[src/rtl/ctp_pkg.sv]
package ctp_pkg;
  localparam int PL_W = 2;
  localparam int OP_W = 3;
  localparam int DT_W = 3;

  typedef logic [PL_W-1:0] pl_t;

  typedef enum logic [OP_W-1:0] {
    OP_JMP    = 3'd0,
    OP_CALL   = 3'd1,
    OP_RET    = 3'd2,
    OP_IRET   = 3'd3,
    OP_SWINT  = 3'd4,
    OP_EXC    = 3'd5,
    OP_EXTINT = 3'd6,
    OP_RSVD   = 3'd7
  } op_e;

  typedef enum logic [DT_W-1:0] {
    DT_NULL  = 3'd0,
    DT_CODE  = 3'd1,
    DT_CGATE = 3'd2,
    DT_IGATE = 3'd3,
    DT_TGATE = 3'd4,
    DT_TASKG = 3'd5,
    DT_TSS   = 3'd6,
    DT_RSVD  = 3'd7
  } dt_e;

  // Path class derived from the descriptor type.
  typedef enum logic [1:0] {
    PATH_DIRECT = 2'd0,
    PATH_GATE   = 2'd1,
    PATH_TASK   = 2'd2,
    PATH_NONE   = 2'd3
  } path_e;

  // Numerically larger level is the less privileged one.
  function automatic pl_t weaker_level(input pl_t a, input pl_t b);
    return (a > b) ? a : b;
  endfunction

  // True when level a is at least as privileged as level b.
  function automatic logic as_strong(input pl_t a, input pl_t b);
    return a <= b;
  endfunction

  // Bit mask of descriptor codes an operation may reference.
  function automatic logic [(1<<DT_W)-1:0] legal_mask(input op_e op);
    logic [(1<<DT_W)-1:0] m;
    m = '0;
    unique case (op)
      OP_JMP:  begin m[DT_CODE] = 1'b1; m[DT_TASKG] = 1'b1; m[DT_TSS] = 1'b1; end
      OP_CALL: begin
        m[DT_CODE] = 1'b1; m[DT_CGATE] = 1'b1;
        m[DT_TASKG] = 1'b1; m[DT_TSS] = 1'b1;
      end
      OP_RET, OP_IRET: m[DT_CODE] = 1'b1;
      OP_SWINT, OP_EXC, OP_EXTINT: begin
        m[DT_IGATE] = 1'b1; m[DT_TGATE] = 1'b1; m[DT_TASKG] = 1'b1;
      end
      default: m = '0;
    endcase
    return m;
  endfunction
endpackage

[src/rtl/ctp_priv_eval.sv]
module ctp_priv_eval
  import ctp_pkg::*;
(
  input  path_e     path_i,
  input  logic      conforming_i,
  input  pl_t       cpl_i,
  input  pl_t       rpl_i,
  input  pl_t       gate_dpl_i,
  input  pl_t       target_dpl_i,
  output logic      gate_ok_o,
  output logic      target_ok_o,
  output logic      priv_ok_o,
  output pl_t       next_cpl_o
);
  pl_t eff_level;
  logic direct_ok;

  assign eff_level   = weaker_level(cpl_i, rpl_i);
  assign gate_ok_o   = as_strong(eff_level, gate_dpl_i);
  assign target_ok_o = as_strong(target_dpl_i, cpl_i);
  assign direct_ok   = conforming_i ? as_strong(target_dpl_i, cpl_i)
                                    : (target_dpl_i == cpl_i);

  always_comb begin
    priv_ok_o  = 1'b0;
    next_cpl_o = cpl_i;
    unique case (path_i)
      PATH_DIRECT: priv_ok_o = direct_ok;
      PATH_GATE: begin
        priv_ok_o = gate_ok_o && target_ok_o;
        if (!conforming_i) next_cpl_o = target_dpl_i;
      end
      PATH_TASK: priv_ok_o = gate_ok_o;
      default:   priv_ok_o = 1'b0;
    endcase
  end
endmodule

[config.mk]
export PLATFORM = sky130hd
export DESIGN_NAME = ctp_priv_eval
export DESIGN_NICKNAME = d
export VERILOG_FILES = /design/src/rtl/ctp_pkg.sv /design/src/rtl/ctp_priv_eval.sv
export SDC_FILE = /design/constraint.sdc
export NUM_CORES = 1
export LEC_CHECK = 0
export ABC_AREA = 1
export BUFFER_PORTS_ARGS = -buffer_cell sky130_fd_sc_hd__buf_2
export CAP_MARGIN = 20
export CORE_AREA = 5 5 42 44
export DETAILED_ROUTE_END_ITERATION = 7
export DIE_AREA = 0 0 47 49
export PLACE_DENSITY = 0.42
export SYNTH_ARGS = -nofsm -noshare
export SYNTH_HDL_FRONTEND = slang
export SYNTH_SLANG_ARGS = --single-unit
[constraint.sdc]
create_clock -name vclk -period 1.2
set_input_delay 0 -clock vclk [all_inputs]
set_output_delay 0 -clock vclk [all_outputs]
set_load 0.05 [all_outputs]
; Yosys cells after proc, flatten, opt, wreduce, memory -nomap -nowiden
; Index checks and enable logic that the tools add are counted.
[totals]
regBits = 0
in_bits = 11
output_inout_bits = 5
wordCells = 13
[classes]
n_lt_le_gt_ge = 3
n_eq_ne = 3
n_mux = 5
n_reduce_logical = 2
[ops]
columns = cell, count
row1 = $mux 2, 3
row2 = $le 2x2->1, 2
row3 = $pmux 1 s3, 1
row4 = $eq 2x1->1 const B, 1
row5 = $eq 2x2->1, 1
row6 = $eq 2x2->1 const B, 1
row7 = $gt 2x2->1, 1
row8 = $logic_not 2->1, 1
row9 = $logic_and 1x1->1, 1
row10 = $mux 1, 1

; Longest topological paths before layout
; Gate-level depths: netlist of run 1.
[depth]
word_depth = 5
mapped_depth = 13
depth_no_buf = 13

; Worst setup path after synthesis of run 1
; No wires, ideal clock.
[synth_path]
path_type = in2out
start = input port cpl_i[1]
end = output port priv_ok_o
arrival_ns = 1.859
t_required_ns = 1.200
path_slack_ns = -0.659
path_stages = 11
cell_sequence = inv_1 -> ha_1 -> nor2_1 -> o22ai_1 -> nand2_1 -> o21ai_0 -> ha_1 -> nand2_1 -> nand2_1 -> nand3_1 -> nand3_1
[synth_between]
elab_chain_cells = 5
word_cells_on_any_way = 8
cone_classes = 3 x order compare / 1 x eq/ne / 3 x mux / 1 x reduce/logical
[synth_rtl]
columns = item, line
row1 = start: declaration, ctp_priv_eval.sv:6  ; input pl_t cpl_i,
row2 = $gt 2x2->1, ctp_pkg.sv:40  ; return (a > b) ? a : b;
row3 = $mux 2 *, ctp_pkg.sv:40
row4 = $le 2x2->1 *, ctp_pkg.sv:45  ; return a <= b;
row5 = via gate_ok_o, ctp_priv_eval.sv:10  ; output logic gate_ok_o,
row6 = $logic_and 1x1->1, ctp_priv_eval.sv:30  ; priv_ok_o = gate_ok_o && target_ok_o;
row7 = $pmux 1 s3 *, ctp_priv_eval.sv:27  ; unique case (path_i)
row8 = end: declaration, ctp_priv_eval.sv:12  ; output logic priv_ok_o,
; Mark *: on every way through the listed nets, which the timed path passes. The rest lies on a longest branch.

; Final worst setup path of run 1
[layout_path]
start = input port cpl_i[0]
end = output port priv_ok_o
[layout_between]
elab_chain_cells = 5
word_cells_on_any_way = 8
cone_classes = 3 x order compare / 1 x eq/ne / 3 x mux / 1 x reduce/logical
[layout_rtl]
columns = item, line
row1 = $gt 2x2->1, ctp_pkg.sv:40
row2 = $mux 2, ctp_pkg.sv:40
row3 = $le 2x2->1, ctp_pkg.sv:45
row4 = $logic_and 1x1->1, ctp_priv_eval.sv:30
row5 = $pmux 1 s3 *, ctp_priv_eval.sv:27
; Every way passes the cells marked *; elsewhere a longest branch is shown, timed or not.

==> flow_metrics.py, run 1 <==
metrics = {
    "sta": {
        "timing.final.ws_setup_ns": -0.206,
        "drv_slew": 0,
        "tns_ns": -0.381,
        "worst-slew-pin-transition_ns": 0.251,
        "fmax_mhz": 711,
        "final-hold-violation-count": 0,
        "setup_viol_count_final": 2,
        "rsz0062_at_grt": "true",
        "timing.final.crit_share_pct": 117,
        "maxSlewHeadroom_pct": 83.4,
        "finalCriticalPeriod_ns": 1.41,
    },
    "floorplanning": {
        "dieArea_mm2": 0.00230,
        "coreArea_mm2": 0.00140,
        "die_h_um": 49,
        "ioPinCount": 16,
        "start_util_pct": 18.4,
        "die_w_um": 47,
        "num_rows": 14,
    },
    "layout": {
        "n_antenna_cell": 0,
        "finalNonFillerCells": 81,
        "drive_above_1_share_pct": 61.5,
        "area_growth_pct": 120,
        "fin_nets": 85,
        "num-clock-buffers": 0,
        "regArea_um2": 0,
        "design.seq.count": 0,
    },
    "global_route": {
        "grt_start_max_net_pins": 5,
        "grt.overflow.total": 0,
        "grt_pass1_vias": 282,
        "grtUsageTotal_pct": 5.54,
        "grt_pass1_wl_um": 1060,
        "antenna_found_initial": 0,
    },
    "detailed_routing": {
        "ant_nets": 0,
        "viasPerCell": 3.98,
        "via_count": 322,
        "wl_per_cell_um": 8.57,
        "drtPass1Iterations": 2,
        "routed_wl_um": 694,
        "drt_iter0_markers": 3,
        "drc": 0,
    },
    "setup_path": {
        "crit_path_top_delay_cell": "ha_4",
        "path_cells": "buf_8 -> inv_4 -> ha_4 -> inv_4 -> o22ai_4 -> nand2_2 -> o21ai_2 -> ha_4 -> inv_2 -> nand2_2 -> nand2_4 -> nand2_8 -> nand3_4 -> nand3_4 -> buf_8",
        "cp.required_ns": 1.20,
        "crit_path_max_fanout": 3,
        "cp_top_family": "simple AND/OR/NAND/NOR gates",
        "critPathMaxStageDelay_ns": 0.26,
        "worstSetupEndpointType": "output port",
        "start_kind": "input port",
        "critical_path_buf_inv_count": 5,
        "arrival_ns": 1.41,
        "critical_path_class": "input port to output port",
    },
    "yosys": {
        "yosys-top-cells-count": "inv_1 (14), nand2_1 (13), ha_1 (7)",
        "avgSynthCellArea_um2": 5.48,
        "yosysTopAreaCell": "ha_1",
        "synth_top_area_share_pct": 34.0,
        "synth_nets": 65,
        "synthCells": 47,
        "synth_most_common_cell": "inv_1",
        "ys_top_cells_by_area": "ha_1 (34%), inv_1 (20%), nand2_1 (19%)",
        "yosysUniqueCellTypes": 12,
        "ys_warn_count": 0,
        "synth_area_um2": 258,
        "yosysSeqAreaShare_pct": 0,
    },
    "run_status": {
        "violations": "setup timing",
        "outcome": "finished, violations left",
    },
    "clock_tree": {
        "cts_hold_buf": 0,
        "post_cts_buffers": 0,
    },
    "power": {
        "p_leak_nw": 0.293,
        "cellPowerDensity_mw_per_mm2": 618,
        "ir_drop_mv": 0.241,
    },
    "placed_design": {
        "port-buffer-count": 16,
        "dpl.cell_count": 81,
        "dpl.hpwl_um": 600,
        "gp_congestion": 0.671,
    },
    "worst_hold_path": {
        "min-delay-path-class": "input port to output port",
    },
    "flow_run": {
        "drv_cap": 0,
    },
}
-- metal layers --
metal,GRT usage (%),vias to the layer above,part of all wire [%]
met2,9.73,10,50
met3,0.369,0,7.6
met4,0,0,0
met5,0,-,0
met1,7.61,135,42
li1,-,177,-
-- cell usage in the layout, fill, tap and decap left out --
cell	count
o21ai_2	1
nand2_8	1
inv_4	3
nor2_4	2
ha_4	3
o22ai_4	1
nand3_4	3
nand2_1	8
buf_4	2
inv_12	1
ha_1	4
buf_8	2
a21oi_1	1
o21ai_1	1
nand2_4	2
inv_2	2
buf_6	3
nor2_1	2
buf_2	11
inv_1	9
nand2_2	3
-- cell type report --
cell class         instances  area [um^2]
fillers                  151          833
inverters                 15         76.3
multi-input cells         32          338
well taps                 16         20.0
repair buffers            18          134
-- kinds of logic after synthesis --
logic type	after synthesis	share of synthesized area, %
AOI/OAI and AO/OA	4	8.25
adders and majority gates	7	34.0
buffers and inverters	15	21.8
and+or+nand+nor	21	35.9
-- worst paths after layout --
check  cells past startpoint  slack, ns            end             from
max                       15      -0.21      priv_ok_o         cpl_i[0]
min                        4       0.43  next_cpl_o[0]  target_dpl_i[0]
-- metrics by stage --
stage / utilization (%) / total power [mW] / area, um^2 / setup slack [ns] / hold slack (ns)
2_1_floorplan: - / 0.210 / 358 / -0.107 / 0.208
3_3_place_gp: 33.8 / 0.280 / 473 / -0.416 / 0.436
3_5_place_dp: 33.8 / 0.280 / 473 / -0.415 / 0.434
4_1_cts: 36.8 / 0.306 / 515 / -0.216 / 0.432
5_1_grt: 40.5 / 0.381 / 568 / -0.307 / 0.463
6_report: 40.5 / 0.351 / 568 / -0.206 / 0.429
-- report_power, final --
group          switching [mW]  internal (mW)  leakage, nW
Sequential                  0              0            0
Combinational           0.211          0.140        0.293
Clock                       0              0            0
-- tightest hold or removal path, stage by stage --
cell,delay [ns]
buf_2,0.09
inv_1,0.06
o21ai_1,0.07
buf_2,0.20
-- timing repair --
item,in CTS,in global routing
endpoints found under the setup margin,2,2
resized for setup,11,13
pin swaps,9,7
(Power assumes the default switching activity.)
==> inputs of run 2 (changes only) <==
Settings changed: GPL_TIMING_DRIVEN set to 0, SKIP_LAST_GASP set to 1.
==> flow_metrics.py, run 2 (same netlist as run 1, synthesis figures left out) <==
metrics = {
    "sta": {
        "worst-slew-pin-transition_ns": 0.250,
        "finalCriticalPeriod_ns": 1.43,
        "drv_slew": 0,
        "rsz0062_at_grt": "true",
        "timing.final.crit_share_pct": 119,
        "setup_viol_count_final": 2,
        "worst_hold_slack_ns": 0.410,
        "timing.final.ws_setup_ns": -0.234,
        "final-hold-violation-count": 0,
        "maxSlewHeadroom_pct": 83.5,
        "fmax_mhz": 697,
    },
    "placed_design": {
        "placedInstanceArea_um2": 458,
        "dpl.hpwl_um": 583,
        "port-buffer-count": 16,
        "post-place-ws_ns": -0.425,
        "gp_congestion": 0.674,
    },
    "floorplanning": {
        "ioPinCount": 16,
        "die_h_um": 49,
        "die_w_um": 47,
        "start_util_pct": 18.4,
        "num_rows": 14,
        "coreArea_mm2": 0.00140,
        "dieArea_mm2": 0.00230,
    },
    "run_status": {
        "violations": "setup timing",
        "outcome": "finished, violations left",
    },
    "setup_path": {
        "critical_path_class": "input port to output port",
        "cp.required_ns": 1.20,
        "worstSetupEndpointType": "output port",
        "arrival_ns": 1.43,
        "crit_path_max_fanout": 3,
        "start_kind": "input port",
    },
    "power": {
        "cellPowerDensity_mw_per_mm2": 585,
        "clockPowerShare_pct": 0,
        "ir_drop_mv": 0.174,
        "switchingPower_uw": 188,
        "p_leak_nw": 0.282,
        "seqPwrFrac_pct": 0,
        "finalPower_uw": 306,
        "combPwrFrac_pct": 100.0,
        "internal_power_uw": 118,
        "p_sw_share_pct": 61.5,
    },
    "layout": {
        "design.seq.count": 0,
        "mostFrequentLayoutCells": "buf_2 (11), inv_1 (10), nand2_1 (10)",
        "drive_above_1_share_pct": 53.1,
        "num-clock-buffers": 0,
        "fin_area_um2": 523,
        "n_antenna_cell": 0,
        "area_growth_pct": 103,
        "regArea_um2": 0,
        "final_common_cell": "buf_2",
        "fin_nets": 84,
    },
    "worst_hold_path": {
        "min-delay-path-class": "input port to output port",
        "min_path_cells": 4,
        "hold_end": "priv_ok_o",
        "min_from": "path_i[1]",
    },
    "global_route": {
        "grtUsageTotal_pct": 6.11,
        "grt.overflow.total": 0,
        "grt_pass1_wl_um": 1130,
        "grt_start_max_net_pins": 5,
        "grt_pass1_vias": 296,
        "antenna_found_initial": 0,
    },
    "detailed_routing": {
        "drtPass1Iterations": 3,
        "wl_per_cell_um": 7.69,
        "drt_iter0_markers": 2,
        "viasPerCell": 3.96,
        "routed_wl_um": 615,
        "drc": 0,
        "ant_nets": 0,
        "via_count": 317,
    },
    "clock_tree": {
        "cts_hold_buf": 0,
    },
    "flow_run": {
        "drv_cap": 0,
    },
}
-- run 2: critical path, stage by stage --
cell     delay [ns]
buf_6          0.10
inv_4          0.06
ha_4           0.21
o22ai_2        0.18
nand2_1        0.07
o21ai_1        0.08
ha_1           0.25
nand2_2        0.12
nand2_8        0.07
nand3_4        0.08
nand3_4        0.06
buf_8          0.15
-- run 2: routing by layer --
layer | vias up | wire length, um | GRT usage (%)
met5 | - | 0 | 0
met4 | 0 | 0 | 0
met3 | 0 | 74 | 0.369
met2 | 10 | 310 | 10.9
met1 | 131 | 230 | 8.26
li1 | 176 | - | -
-- run 2: through the flow --
step                utilization (%)  setup TNS [ns]  std cells
floorplan                         -          -0.107         47
global placement               32.7          -0.669         79
detailed placement             32.7          -0.697         79
CTS                            37.3          -0.445         80
global route                   37.3          -0.604         80
finish                         37.3          -0.412         80
-- run 2: power by group through the flow --
stage | clock network, mW | registers, mW | logic (mW)
after detailed placement | 0 | 0 | 0.275
after global placement | 0 | 0 | 0.274
after CTS | 0 | 0 | 0.313
after global routing | 0 | 0 | 0.336
after floorplan | 0 | 0 | 0.210
final | 0 | 0 | 0.306
-- run 2: worst max path at each step --
stage / to / slack, ns / startpoint
2_1_floorplan: priv_ok_o / -0.11 / rpl_i[1]
3_5_place_dp: priv_ok_o / -0.43 / rpl_i[1]
3_3_place_gp: priv_ok_o / -0.41 / rpl_i[1]
6_report: priv_ok_o / -0.23 / cpl_i[1]
5_1_grt: priv_ok_o / -0.33 / cpl_i[1]
4_1_cts: priv_ok_o / -0.25 / rpl_i[1]
-- run 2: cell type report --
class | instances | area [um^2]
fill | 161 | 878
multi-input combinational | 32 | 299
timing repair buffer | 17 | 130
inverter | 15 | 73.8
tap | 16 | 20.0
-- run 2: repair_timing --
item / 4_1_cts / 5_1_grt
buffers inserted: 1 / 0
gates resized for setup: 15 / 0
setup endpoints to repair: 2 / 2
pin swaps: 8 / 3
==> inputs of run 3 (changes only) <==
Settings changed: BUFFER_PORTS_ARGS -buffer_cell sky130_fd_sc_hd__buf_2 to not set, DONT_BUFFER_PORTS set to 1, PLACE_DENSITY 0.42 to 0.32.
==> flow_metrics.py, run 3 (same netlist as run 1, synthesis figures left out) <==
metrics = {
    "detailed_routing": {
        "via_count": 256,
        "wl_per_cell_um": 10.3,
        "drtPass1Iterations": 2,
        "drt_iter0_markers": 1,
        "routed_wl_um": 648,
        "ant_nets": 0,
        "drc": 0,
        "viasPerCell": 4.06,
    },
    "power": {
        "finalPower_uw": 258,
        "cellPowerDensity_mw_per_mm2": 612,
        "p_leak_nw": 0.209,
        "ir_drop_mv": 0.157,
    },
    "setup_path": {
        "critical_path_class": "input port to output port",
        "critPathLaunch": "cpl_i[0]",
        "crit_path_max_fanout": 4,
        "path_cells": "inv_8 -> ha_4 -> inv_2 -> o22ai_2 -> nand2_1 -> o21ai_2 -> ha_4 -> nand2_4 -> nand2_8 -> nand3_4 -> nand3_4",
        "crit_path_top_delay_cell": "ha_4",
        "cp.required_ns": 1.20,
        "worstSetupEndpointType": "output port",
        "start_kind": "input port",
        "critPathMaxStageDelay_ns": 0.24,
        "arrival_ns": 1.34,
    },
    "sta": {
        "timing.final.crit_share_pct": 111,
        "finalCriticalPeriod_ns": 1.34,
        "setup_viol_count_final": 1,
        "timing.final.ws_setup_ns": -0.136,
        "fmax_mhz": 748,
        "maxSlewHeadroom_pct": 31.5,
        "worst-slew-pin-transition_ns": 1.03,
        "drv_slew": 0,
        "rsz0062_at_grt": "true",
        "final-hold-violation-count": 0,
    },
    "floorplanning": {
        "die_h_um": 49,
        "coreArea_mm2": 0.00140,
        "num_rows": 14,
        "ioPinCount": 16,
        "dieArea_mm2": 0.00230,
        "start_util_pct": 18.4,
        "die_w_um": 47,
    },
    "placed_design": {
        "placedInstanceArea_um2": 378,
        "port-buffer-count": 0,
        "gp_congestion": 0.649,
        "post-place-ws_ns": -0.185,
        "dpl.hpwl_um": 598,
    },
    "worst_hold_path": {
        "min_from": "path_i[1]",
        "min-delay-path-class": "input port to output port",
    },
    "layout": {
        "fillers": 157,
        "mostFrequentLayoutCells": "inv_1 (9), nand2_1 (9), ha_1 (4)",
        "design.seq.count": 0,
        "fin_nets": 67,
        "regArea_um2": 0,
        "drive_above_1_share_pct": 44.7,
        "num-clock-buffers": 0,
        "fin_area_um2": 422,
        "n_antenna_cell": 0,
        "area_growth_pct": 63.6,
    },
    "global_route": {
        "antenna_found_initial": 0,
        "grt_pass1_vias": 278,
        "grt_start_max_net_pins": 5,
        "grtUsageTotal_pct": 6.04,
        "grt_pass1_wl_um": 1130,
        "grt.overflow.total": 0,
    },
    "run_status": {
        "violations": "setup timing",
        "outcome": "finished, violations left",
    },
    "clock_tree": {
        "post_cts_buffers": 0,
        "cts_hold_buf": 0,
    },
    "flow_run": {
        "drv_cap": 0,
    },
}
## run 3: what timing repair did
action / CTS / global route
endpoints found under the hold margin: 0 / 0
resized for setup: 11 / 0
pin swaps: 8 / 1
endpoints found under the setup margin: 1 / 1
## run 3: stage by stage
stage / cells / TNS (ns) / util, % / hold slack (ns)
finish: 63 / -0.136 / 30.1 / 0.212
global route: 63 / -0.210 / 30.1 / 0.220
CTS: 63 / -0.156 / 30.1 / 0.196
detailed placement: 63 / -0.185 / 27.0 / 0.215
global placement: 63 / -0.176 / 27.0 / 0.215
floorplan: 47 / -0.107 / - / 0.208
## run 3: path summary, 6_finish.rpt
check / cells after the start / to
setup / recovery: 11 / priv_ok_o
hold / removal: 2 / priv_ok_o
## run 3: cell type report
cell class	instances	area, um^2	area share, %
well taps	16	20.0	4.75
multi-input cells	32	323	76.6
inverters	15	78.8	18.7
## run 3: metal layers
metal  share of wire [%]  up-vias  routed length (um)  GRT usage (%)
met3                  13        0                  84           1.85
met5                   0        -                   0              0
met4                   0        0                   0              0
met2                  49        9                 317           10.6
li1                    -      140                   -              -
met1                  38      107                 245           7.39
## run 3: worst max-delay path: cells and delay by family
| family | cells | cell delay (ns) |
|---|---|---|
| buffers and inverters | 2 | 0.04 |
| AOI/OAI and AO/OA | 2 | 0.27 |
| and+or+nand+nor | 5 | 0.56 |
| adders and majority gates | 2 | 0.47 |
## run 3: power by group
part / total [mW] / leakage (nW) / internal [mW] / switching, mW
logic: 0.258 / 0.209 / 0.0821 / 0.176
clock network: 0 / 0 / 0 / 0
registers: 0 / 0 / 0 / 0
total: 0.258 / 0.209 / 0.0821 / 0.176
